File: src/rtl/pwm_bank_pkg.sv
package pwm_bank_pkg;

    // Per-channel run state
    typedef enum logic [0:0] {
        CH_IDLE = 1'b0,
        CH_RUN  = 1'b1
    } ch_state_e;

    // Width of one divider select field
    localparam int SEL_W = 2;

    // First control-word bit used by the divider select fields
    localparam int CTRL_SEL_BASE = 4;

endpackage

File: src/rtl/pwm_prescaler.sv
module pwm_prescaler #(
    parameter int STEP_LOG2 = 3
) (
    input  logic       clk,
    input  logic       rst_n,
    input  logic       clr,
    input  logic [1:0] sel,
    output logic       tick
);
    localparam int PRE_W = 3 * STEP_LOG2;

    logic [PRE_W-1:0] cnt_q;
    logic [PRE_W-1:0] limit;

    // Terminal count for each divider setting: 0, 2^s-1, 2^2s-1, 2^3s-1
    always_comb begin
        unique case (sel)
            2'd0:    limit = '0;
            2'd1:    limit = PRE_W'((1 << STEP_LOG2) - 1);
            2'd2:    limit = PRE_W'((1 << (2 * STEP_LOG2)) - 1);
            default: limit = '1;
        endcase
    end

    assign tick = (cnt_q == limit);

    always_ff @(posedge clk or negedge rst_n) begin
        if (!rst_n) begin
            cnt_q <= '0;
        end else if (clr || tick) begin
            cnt_q <= '0;
        end else begin
            cnt_q <= cnt_q + 1'b1;
        end
    end

endmodule

File: src/rtl/pwm_regfile.sv
module pwm_regfile
    import pwm_bank_pkg::*;
#(
    parameter int NCH    = 4,
    parameter int CNT_W  = 16,
    parameter int ADDR_W = 8
) (
    input  logic                         clk,
    input  logic                         rst_n,
    input  logic                         wr_en,
    input  logic [ADDR_W-1:0]            wr_addr,
    input  logic [2*CNT_W-1:0]           wr_data,
    input  logic [ADDR_W-1:0]            rd_addr,
    output logic [2*CNT_W-1:0]           rd_data,
    output logic [NCH-1:0]               ch_en,
    output logic [NCH-1:0][SEL_W-1:0]    ch_sel,
    output logic [NCH-1:0][CNT_W-1:0]    ch_tb,
    output logic [NCH-1:0][CNT_W-1:0]    ch_duty
);
    localparam int DATA_W = 2 * CNT_W;
    localparam int CTRL_W = CTRL_SEL_BASE + SEL_W * NCH;

    logic [CTRL_W-1:0]            ctrl_q;
    logic [NCH-1:0][DATA_W-1:0]   cfg_q;

    // Register writes; unmatched addresses fall through untouched
    always_ff @(posedge clk or negedge rst_n) begin
        if (!rst_n) begin
            ctrl_q <= '0;
            cfg_q  <= '0;
        end else if (wr_en) begin
            if (wr_addr == '0) begin
                ctrl_q <= wr_data[CTRL_W-1:0];
            end
            for (int n = 0; n < NCH; n++) begin
                if (wr_addr == ADDR_W'(4 + 4 * n)) begin
                    cfg_q[n] <= wr_data;
                end
            end
        end
    end

    // Combinational read mux
    always_comb begin
        rd_data = '0;
        if (rd_addr == '0) begin
            rd_data[CTRL_W-1:0] = ctrl_q;
        end
        for (int n = 0; n < NCH; n++) begin
            if (rd_addr == ADDR_W'(4 + 4 * n)) begin
                rd_data = cfg_q[n];
            end
        end
    end

    // Field extraction per channel
    always_comb begin
        ch_en = ctrl_q[NCH-1:0];
        for (int n = 0; n < NCH; n++) begin
            ch_sel[n]  = ctrl_q[CTRL_SEL_BASE + SEL_W * n +: SEL_W];
            ch_tb[n]   = cfg_q[n][CNT_W-1:0];
            ch_duty[n] = cfg_q[n][DATA_W-1:CNT_W];
        end
    end

endmodule

File: src/rtl/pwm_channel.sv
module pwm_channel
    import pwm_bank_pkg::*;
#(
    parameter int CNT_W     = 16,
    parameter int STEP_LOG2 = 3
) (
    input  logic             clk,
    input  logic             rst_n,
    input  logic             en,
    input  logic [SEL_W-1:0] sel_in,
    input  logic [CNT_W-1:0] tb_in,
    input  logic [CNT_W-1:0] duty_in,
    output logic             pwm_o,
    output logic             run_o,
    output logic             wrap_o,
    output logic [CNT_W-1:0] cnt_o,
    output logic [CNT_W-1:0] tb_o,
    output logic [CNT_W-1:0] duty_o
);
    ch_state_e        state_q, state_d;
    logic [SEL_W-1:0] act_sel;
    logic [CNT_W-1:0] act_tb;
    logic [CNT_W-1:0] act_duty;
    logic [CNT_W-1:0] cnt_q;
    logic             tick;
    logic             last;

    pwm_prescaler #(.STEP_LOG2(STEP_LOG2)) u_pre (
        .clk   (clk),
        .rst_n (rst_n),
        .clr   (state_q != CH_RUN),
        .sel   (act_sel),
        .tick  (tick)
    );

    // A timebase of 0 wraps to all ones, giving a full 2^CNT_W period
    assign last = (cnt_q == act_tb - CNT_W'(1));

    // Next-state logic: START, STOP, and WRAP (stays in CH_RUN)
    always_comb begin
        state_d = state_q;
        unique case (state_q)
            CH_IDLE: if (en)  state_d = CH_RUN;
            CH_RUN:  if (!en) state_d = CH_IDLE;
            default:          state_d = CH_IDLE;
        endcase
    end

    // State register
    always_ff @(posedge clk or negedge rst_n) begin
        if (!rst_n) begin
            state_q <= CH_IDLE;
        end else begin
            state_q <= state_d;
        end
    end

    // Counter and active-settings registers
    always_ff @(posedge clk or negedge rst_n) begin
        if (!rst_n) begin
            cnt_q    <= '0;
            act_sel  <= '0;
            act_tb   <= '0;
            act_duty <= '0;
        end else if (state_q == CH_IDLE) begin
            cnt_q <= '0;
            if (en) begin
                act_sel  <= sel_in;
                act_tb   <= tb_in;
                act_duty <= duty_in;
            end
        end else if (!en) begin
            cnt_q <= '0;
        end else if (tick) begin
            if (last) begin
                cnt_q    <= '0;
                act_sel  <= sel_in;
                act_tb   <= tb_in;
                act_duty <= duty_in;
            end else begin
                cnt_q <= cnt_q + 1'b1;
            end
        end
    end

    // Outputs
    always_comb begin
        run_o  = (state_q == CH_RUN);
        pwm_o  = run_o && en && (cnt_q < act_duty);
        wrap_o = run_o && tick && last;
        cnt_o  = cnt_q;
        tb_o   = act_tb;
        duty_o = act_duty;
    end

endmodule

File: src/rtl/pwm_bank.sv
module pwm_bank
    import pwm_bank_pkg::*;
#(
    parameter int NCH       = 4,
    parameter int CNT_W     = 16,
    parameter int STEP_LOG2 = 3,
    parameter int ADDR_W    = 8
) (
    input  logic                 clk,
    input  logic                 rst_n,
    input  logic                 wr_en,
    input  logic [ADDR_W-1:0]    wr_addr,
    input  logic [2*CNT_W-1:0]   wr_data,
    input  logic [ADDR_W-1:0]    rd_addr,
    output logic [2*CNT_W-1:0]   rd_data,
    output logic [NCH-1:0]       pwm_out
);
    logic [NCH-1:0]              ch_en;
    logic [NCH-1:0][SEL_W-1:0]   ch_sel;
    logic [NCH-1:0][CNT_W-1:0]   ch_tb;
    logic [NCH-1:0][CNT_W-1:0]   ch_duty;
    logic [NCH-1:0]              run_vec;
    logic [NCH-1:0]              wrap_vec;
    logic [NCH-1:0][CNT_W-1:0]   cnt_arr;
    logic [NCH-1:0][CNT_W-1:0]   act_tb_arr;
    logic [NCH-1:0][CNT_W-1:0]   act_duty_arr;

    pwm_regfile #(
        .NCH    (NCH),
        .CNT_W  (CNT_W),
        .ADDR_W (ADDR_W)
    ) u_regs (
        .clk     (clk),
        .rst_n   (rst_n),
        .wr_en   (wr_en),
        .wr_addr (wr_addr),
        .wr_data (wr_data),
        .rd_addr (rd_addr),
        .rd_data (rd_data),
        .ch_en   (ch_en),
        .ch_sel  (ch_sel),
        .ch_tb   (ch_tb),
        .ch_duty (ch_duty)
    );

    for (genvar g = 0; g < NCH; g++) begin : g_ch
        pwm_channel #(
            .CNT_W     (CNT_W),
            .STEP_LOG2 (STEP_LOG2)
        ) u_ch (
            .clk     (clk),
            .rst_n   (rst_n),
            .en      (ch_en[g]),
            .sel_in  (ch_sel[g]),
            .tb_in   (ch_tb[g]),
            .duty_in (ch_duty[g]),
            .pwm_o   (pwm_out[g]),
            .run_o   (run_vec[g]),
            .wrap_o  (wrap_vec[g]),
            .cnt_o   (cnt_arr[g]),
            .tb_o    (act_tb_arr[g]),
            .duty_o  (act_duty_arr[g])
        );
    end

endmodule

File: config.mk
export PLATFORM = sky130hd
export DESIGN_NAME = pwm_bank
export DESIGN_NICKNAME = d
export VERILOG_FILES = /design/src/rtl/pwm_bank_pkg.sv /design/src/rtl/pwm_prescaler.sv /design/src/rtl/pwm_regfile.sv /design/src/rtl/pwm_channel.sv /design/src/rtl/pwm_bank.sv
export SDC_FILE = /design/constraint.sdc
export NUM_CORES = 1
export LEC_CHECK = 0
export BUFFER_PORTS_ARGS = -buffer_cell sky130_fd_sc_hd__buf_2
export CAP_MARGIN = 5
export CORE_UTILIZATION = 45
export DETAILED_ROUTE_END_ITERATION = 12
export HOLD_SLACK_MARGIN = 0.08
export SKIP_LAST_GASP = 1
export SLEW_MARGIN = 30
export SYNTH_ARGS = -nofsm -noshare
export SYNTH_HDL_FRONTEND = slang
export SYNTH_SLANG_ARGS = --single-unit
File: constraint.sdc
create_clock -name clk -period 4.55 [get_ports clk]
set_input_delay 0.2275 -clock clk [delete_from_list [all_inputs] [get_ports clk]]
set_output_delay 0.2275 -clock clk [all_outputs]
set_load 0.02 [all_outputs]
# Word-level counts from Yosys, hierarchy flattened
# Index checks and enable logic that the tools add are counted.
[totals]
reg_bits = 380
out_inout_bits = 36
input_bits = 51
wordCells = 205
[classes]
order_cmp = 4
n_addsub = 12
n_eq_ne = 36
reduce_logical = 27
bitwise_logic = 4
mux = 93
[op_table]
columns = ["op", "count"]
rows = [
  ["2-to-1 mux 16 bit", 56],
  ["2-to-1 mux 32 bit", 4],
  ["case mux 9 bit (3 select lines)", 4],
  ["adder 16 x 1 -> 16 bit (second input constant)", 4],
  ["== test 16 bit", 4],
  ["less-than comparator 16 bit", 4],
  ["subtractor 16 x 1 -> 16 bit (second input constant)", 4],
  ["2-to-1 mux 2 bit", 20],
  ["adder 9 x 1 -> 9 bit (second input constant)", 4],
  ["== test 9 bit", 4],
  ["2-to-1 mux 9 bit", 4],
  ["== test 8 x 4 -> 1 bit (second input constant)", 4],
  ["== test 8 x 3 -> 1 bit (second input constant)", 2],
  ["== test 8 x 5 -> 1 bit (second input constant)", 2],
  ["logical NOT 8 bit", 2],
  ["inequality test 2 bit (second input constant)", 8],
  ["2-to-1 mux 12 bit", 1],
  ["inequality test 3 bit (second input constant)", 4],
  ["AND reduction 3 bit", 4],
  ["AND reduction 2 bit", 5],
  ["== test 2 x 1 -> 1 bit (second input constant)", 4],
  ["== test 2 bit (second input constant)", 4],
  ["logical AND 1 bit", 8],
  ["logical NOT 2 bit", 4],
  ["3 further kinds", 12],
]

# Depth between registers and ports, before layout
[logic_depth]
ltp_word = 6
mapped_depth = 13
ltp_nobuf = 10

# Hierarchy
# From an unflattened synthesis, not the netlist that was laid out.
[unflattened]
hier_cells = 1853
hier_area_um2 = 21055.2
[modules_own_cells]
columns = ["module", "area_each_um2", "cells_per_inst", "seq_area_each_um2", "instances"]
rows = [
  ["pwm_channel", 3131.8, 286, 1276.2, 4],
  ["pwm_regfile", 6381.1, 485, 3503.4, 1],
  ["pwm_prescaler", 536.8, 56, 225.2, 4],
]

# Worst setup path before layout
# OpenSTA, ideal clock, no wires.
[synth_timing]
path_type = "register to register"
startpoint = "register g_ch[0].u_ch.act_tb[0]"
endpoint = "register g_ch[0].u_ch.cnt_q[11]"
path_stages_with_launch = 13
setup_slack_ns = 1.370
synth_period_minus_slack_ns = 3.180
t_required_ns = 4.431
t_arrival_ns = 3.061
setup_ns = 0.119
path_buffers = 2
cell_sequence = "dfrtp_1 inv_1 ha_1 or4b_1 buf_2 or3_1 a211o_1 a211oi_2 o21ai_0 or4_4 o21bai_4 buf_6 nor2_2"
[synth_via]
elab_chain_len = 6
[synth_lines]
columns = ["element", "line", "source"]
rows = [
  ["from (decl)", "pwm_channel.sv:22", "logic [CNT_W-1:0] act_tb;"],
  ["from (signal assigned)", "pwm_channel.sv:69", "act_tb <= tb_in;"],
  ["from (signal assigned)", "pwm_channel.sv:78", "act_tb <= tb_in;"],
  ["subtractor 16 x 1 -> 16 bit", "pwm_channel.sv:37", "assign last = (cnt_q == act_tb - CNT_W'(1));"],
  ["== test 16 bit", "pwm_channel.sv:37", ""],
  ["2-to-1 mux 16 bit", "pwm_channel.sv:75", "if (last) begin"],
  ["2-to-1 mux 16 bit", "pwm_channel.sv:74", "end else if (tick) begin"],
  ["2-to-1 mux 16 bit", "pwm_channel.sv:72", "end else if (!en) begin"],
  ["2-to-1 mux 16 bit", "pwm_channel.sv:65", "end else if (state_q == CH_IDLE) begin"],
  ["to (signal assigned)", "pwm_channel.sv:81", "cnt_q <= cnt_q + 1'b1;"],
  ["to (decl)", "pwm_channel.sv:24", "logic [CNT_W-1:0] cnt_q;"],
]
# Every way passes these cells. The select of a mux whose other input is x is not followed.
# A chain may end at the register's enable or synchronous reset.

# Final worst setup path
[layout_timing]
startpoint = "register g_ch[0].u_ch.act_tb[0]"
endpoint = "register g_ch[0].u_ch.act_duty[11]"
[layout_via]
elab_chain_len = 4
[layout_lines]
columns = ["element", "line", "source"]
rows = [
  ["subtractor 16 x 1 -> 16 bit", "pwm_channel.sv:37", ""],
  ["== test 16 bit", "pwm_channel.sv:37", ""],
  ["inequality test 2 bit (no line)", "--", ""],
  ["AND reduction 3 bit (no line)", "--", ""],
  ["to (signal assigned)", "pwm_channel.sv:70", "act_duty <= duty_in;"],
  ["to (signal assigned)", "pwm_channel.sv:79", "act_duty <= duty_in;"],
  ["to (decl)", "pwm_channel.sv:23", "logic [CNT_W-1:0] act_duty;"],
]
# Every way passes these cells.

==> flow_metrics.tcl <==
set metrics [dict create \
    outcome "finished clean" \
    r2r_start "g_ch[0].u_ch.tb_o[0]" \
    hpwl_um 39400 \
    drt_iter0_drc 1075 \
    power_density_nw_per_um2 372 \
    min_path_type "in -> async" \
    grt_pass1_vias 14600 \
    synth.most_common_cell "dfrtp_1" \
    p_sw_mw 2.42 \
    synth_cells 1827 \
    synth_top_area_share_pct 46.5 \
    groute.usage.overall_pct 23.7 \
    use_met2_pct 36.5 \
    timing.final.crit_share_pct 83.9 \
    synth_warnings 0 \
    layout.nets 2069 \
    intPower_mw 6.29 \
    root_buffer "clkbuf_16" \
    synthTopCellsByCount "380 x dfrtp_1, 215 x mux2_2, 125 x nor2_1" \
    drt_first_pass_iters 5 \
    path_cells "inv_1 > ha_1 > or4b_1 > nor3_1 > xor2_1 > o221ai_1 > a22oi_1 > o41ai_2 > nand2_2 > buf_12 > mux2_4" \
    die_area_um2 46300 \
    syn_to_final_growth_pct 14.4 \
    power_frac_seq_pct 43.4 \
    cts_max_path_buffers 3 \
    fillers 3954 \
    drcViolationCount 0 \
    use_met3_pct 4.88 \
    grt_busiest_layer "met2" \
    clock_latency_ns 0.58 \
    worstPathArrival_ns 4.28 \
    r2r_cells 11 \
    rr_endpoint "g_ch[0].u_ch.duty_o[11]" \
    drv_slew 0 \
    period_needed_ns 3.82 \
    rsz0062_at_grt "false" \
    clock_sinks 380 \
    fmax_mhz 262 \
    antenna_found_initial 3 \
    use_met1_pct 33.4 \
    cts-htree-levels 2 \
    ant_nets 0 \
    synth_area_um2 20400 \
    syn-num-nets 1950 \
    combPwrFrac_pct 15.3 \
    synth_area_leaders "dfrtp_1 47%, mux2_2 12%, ha_1 4.4%" \
    cp_max_fo 20 \
    coreArea_um2 44500 \
    cts-resized-gates 0 \
    io_buffers 86 \
    peakVddDrop_mv 0.255 \
    relSlewSlack_pct 39.5 \
    cts_tree "yes" \
    fin_skew_ns 0.0142 \
    overflow 0 \
    floorplan.die.height_um 215 \
    synth_cell_type_count 76 \
    slowest_stage "or4b_1" \
    synth-seq-cells 380 \
    r2r_slack_ns 0.73 \
    grt_first_pass_wirelength_um 84900 \
    cp-start-kind "register" \
    path_clk_slew_ns 0.06 \
    ys_seq_area_share_pct 46.5 \
    clockPowerShare_pct 41.3 \
    critical_path_required_ns 5.01 \
    p_sw_share_pct 27.8 \
    slowest_delay_ns 0.61 \
    setup_viol 0 \
    holdBufCountCts 33 \
    placedCellCount 2458 \
    drive_above_1_share_pct 25.5 \
    grt_max_degree 116 \
    syn_avg_cell_area_um2 11.2 \
    ys.flop_type "dfrtp_1" \
    start_util_pct 45.9 \
    tns_ns 0 \
    vias 14500 \
    fin_cells 2575 \
    placed_cell_area_um2 21600 \
    worst_pin_slew_ns 0.906 \
    p_leak_nw 11.2 \
    io_pins 87 \
    place.gp.congestion 0.925 \
    drt-wirelength-per-cell_um 20.9 \
    rows 77 \
    synth_edf_count 0 \
    yosysTopAreaCell "dfrtp_1" \
    fin_area_um2 23400 \
    cap_violations 0 \
    vias_per_cell 5.65 \
    synthArstFlopShare_pct 100 \
    die_width_um 215 \
    cts-buffers-inserted 44 \
    endpoint_kind "register" \
    routed_wl_um 53900 \
    hold_viol 0 \
    post_cts_buffers 0 \
    path_class "reg -> reg" \
]
-- power groups by stage --
stage | logic, mW | registers, mW | clock network, mW
after global routing | 1.48 | 3.80 | 3.79
final | 1.33 | 3.78 | 3.59
after floorplan | 0.996 | 3.72 | 0
after CTS | 1.33 | 3.78 | 3.67
after global placement | 1.27 | 3.83 | 0
after detailed placement | 1.30 | 3.84 | 0
-- state kept, by name (all words and copies together), names as in the netlist --
signal,cells
g_ch.u_ch.act_sel,8
g_ch.u_ch.cnt_o,64
g_ch.u_ch.duty_o,64
g_ch.u_ch.run_o,4
g_ch.u_ch.tb_o,64
g_ch.u_ch.u_pre.cnt_q,36
u_regs.ch_duty,64
u_regs.ch_tb,64
u_regs.ctrl_q,12
-- worst max path at each step --
| stage | cells after the start | to | start | slack [ns] |
|---|---|---|---|---|
| floorplan | 12 | g_ch[0].u_ch.cnt_o[11] | g_ch[0].u_ch.tb_o[0] | 1.37 |
| global placement | 9 | g_ch[2].u_ch.duty_o[8] | g_ch[2].u_ch.tb_o[0] | 0.88 |
| detailed placement | 11 | g_ch[0].u_ch.duty_o[11] | g_ch[0].u_ch.tb_o[0] | 0.76 |
| CTS | 11 | g_ch[0].u_ch.tb_o[12] | g_ch[0].u_ch.tb_o[0] | 0.75 |
| global route | 11 | g_ch[0].u_ch.duty_o[13] | g_ch[0].u_ch.tb_o[0] | 0.52 |
| finish | 11 | g_ch[0].u_ch.duty_o[11] | g_ch[0].u_ch.tb_o[0] | 0.73 |
-- metrics by stage --
| stage | total power, mW | hold WS (ns) | utilization (%) | setup slack (ns) |
|---|---|---|---|---|
| final | 8.71 | 0.145 | 52.5 | 0.731 |
| after global routing | 9.07 | 0.161 | 52.5 | 0.524 |
| after CTS | 8.78 | 0.214 | 52.5 | 0.748 |
| after detailed placement | 5.14 | 0.387 | 48.4 | 0.761 |
| after global placement | 5.10 | 0.383 | 48.3 | 0.881 |
| after floorplan | 4.72 | -0.0681 | - | 1.37 |
-- kinds of logic after synthesis --
logic type | Yosys count | synth area share, %
XOR/XNOR | 150 | 6.43
multiplexers | 297 | 17.4
flip-flops | 380 | 46.5
adder cells (fa/ha/maj) | 72 | 4.41
AND/OR/NAND/NOR | 546 | 13.9
buffers and inverters | 157 | 3.44
AO/OA/AOI/OAI | 225 | 7.83
-- cell type report --
type | count | area, um2 | area share (%)
Multi-Input combinational cell | 1290 | 10300 | 44.1
Sequential cell | 380 | 9510 | 40.7
Clock buffer | 59 | 1230 | 5.26
Timing Repair Buffer | 145 | 1050 | 4.50
Tap cell | 592 | 741 | 3.17
Inverter | 85 | 319 | 1.36
Clock inverter | 22 | 224 | 0.958
Antenna cell | 2 | 5.00 | 0.0214
-- critical path: cells and delay by family, from the launching register on --
kind	cells	cell delay, ns
AND/OR/NAND/NOR	3	1.48
AO/OA/AOI/OAI	3	0.78
flip-flops	1	0.42
buffers and inverters	2	0.38
multiplexers	1	0.31
adder cells (fa/ha/maj)	1	0.19
XOR/XNOR	1	0.13
-- metal layers --
layer | share of wire [%] | up-vias | wire length (um)
li1 | - | 6836 | -
met1 | 47 | 7240 | 25400
met2 | 44 | 402 | 23800
met3 | 6.1 | 70 | 3290
met4 | 2.8 | 0 | 1490
met5 | 0 | - | 0
-- cell usage in the layout, fill, tap and decap left out, drive strengths merged, types with 26 or more instances in the layout --
cell / count
clkbuf: 59
ha: 72
a21o: 29
dfrtp: 380
a21oi: 36
nand3: 55
o21ai: 47
dlygate4sd3: 33
nor2: 135
xor2: 73
inv: 87
nand2: 111
and3: 26
nand4: 30
nor4: 28
xnor2: 77
nor3: 50
buf: 112
mux2: 289
No activity file was read; power rests on OpenSTA's default activity.
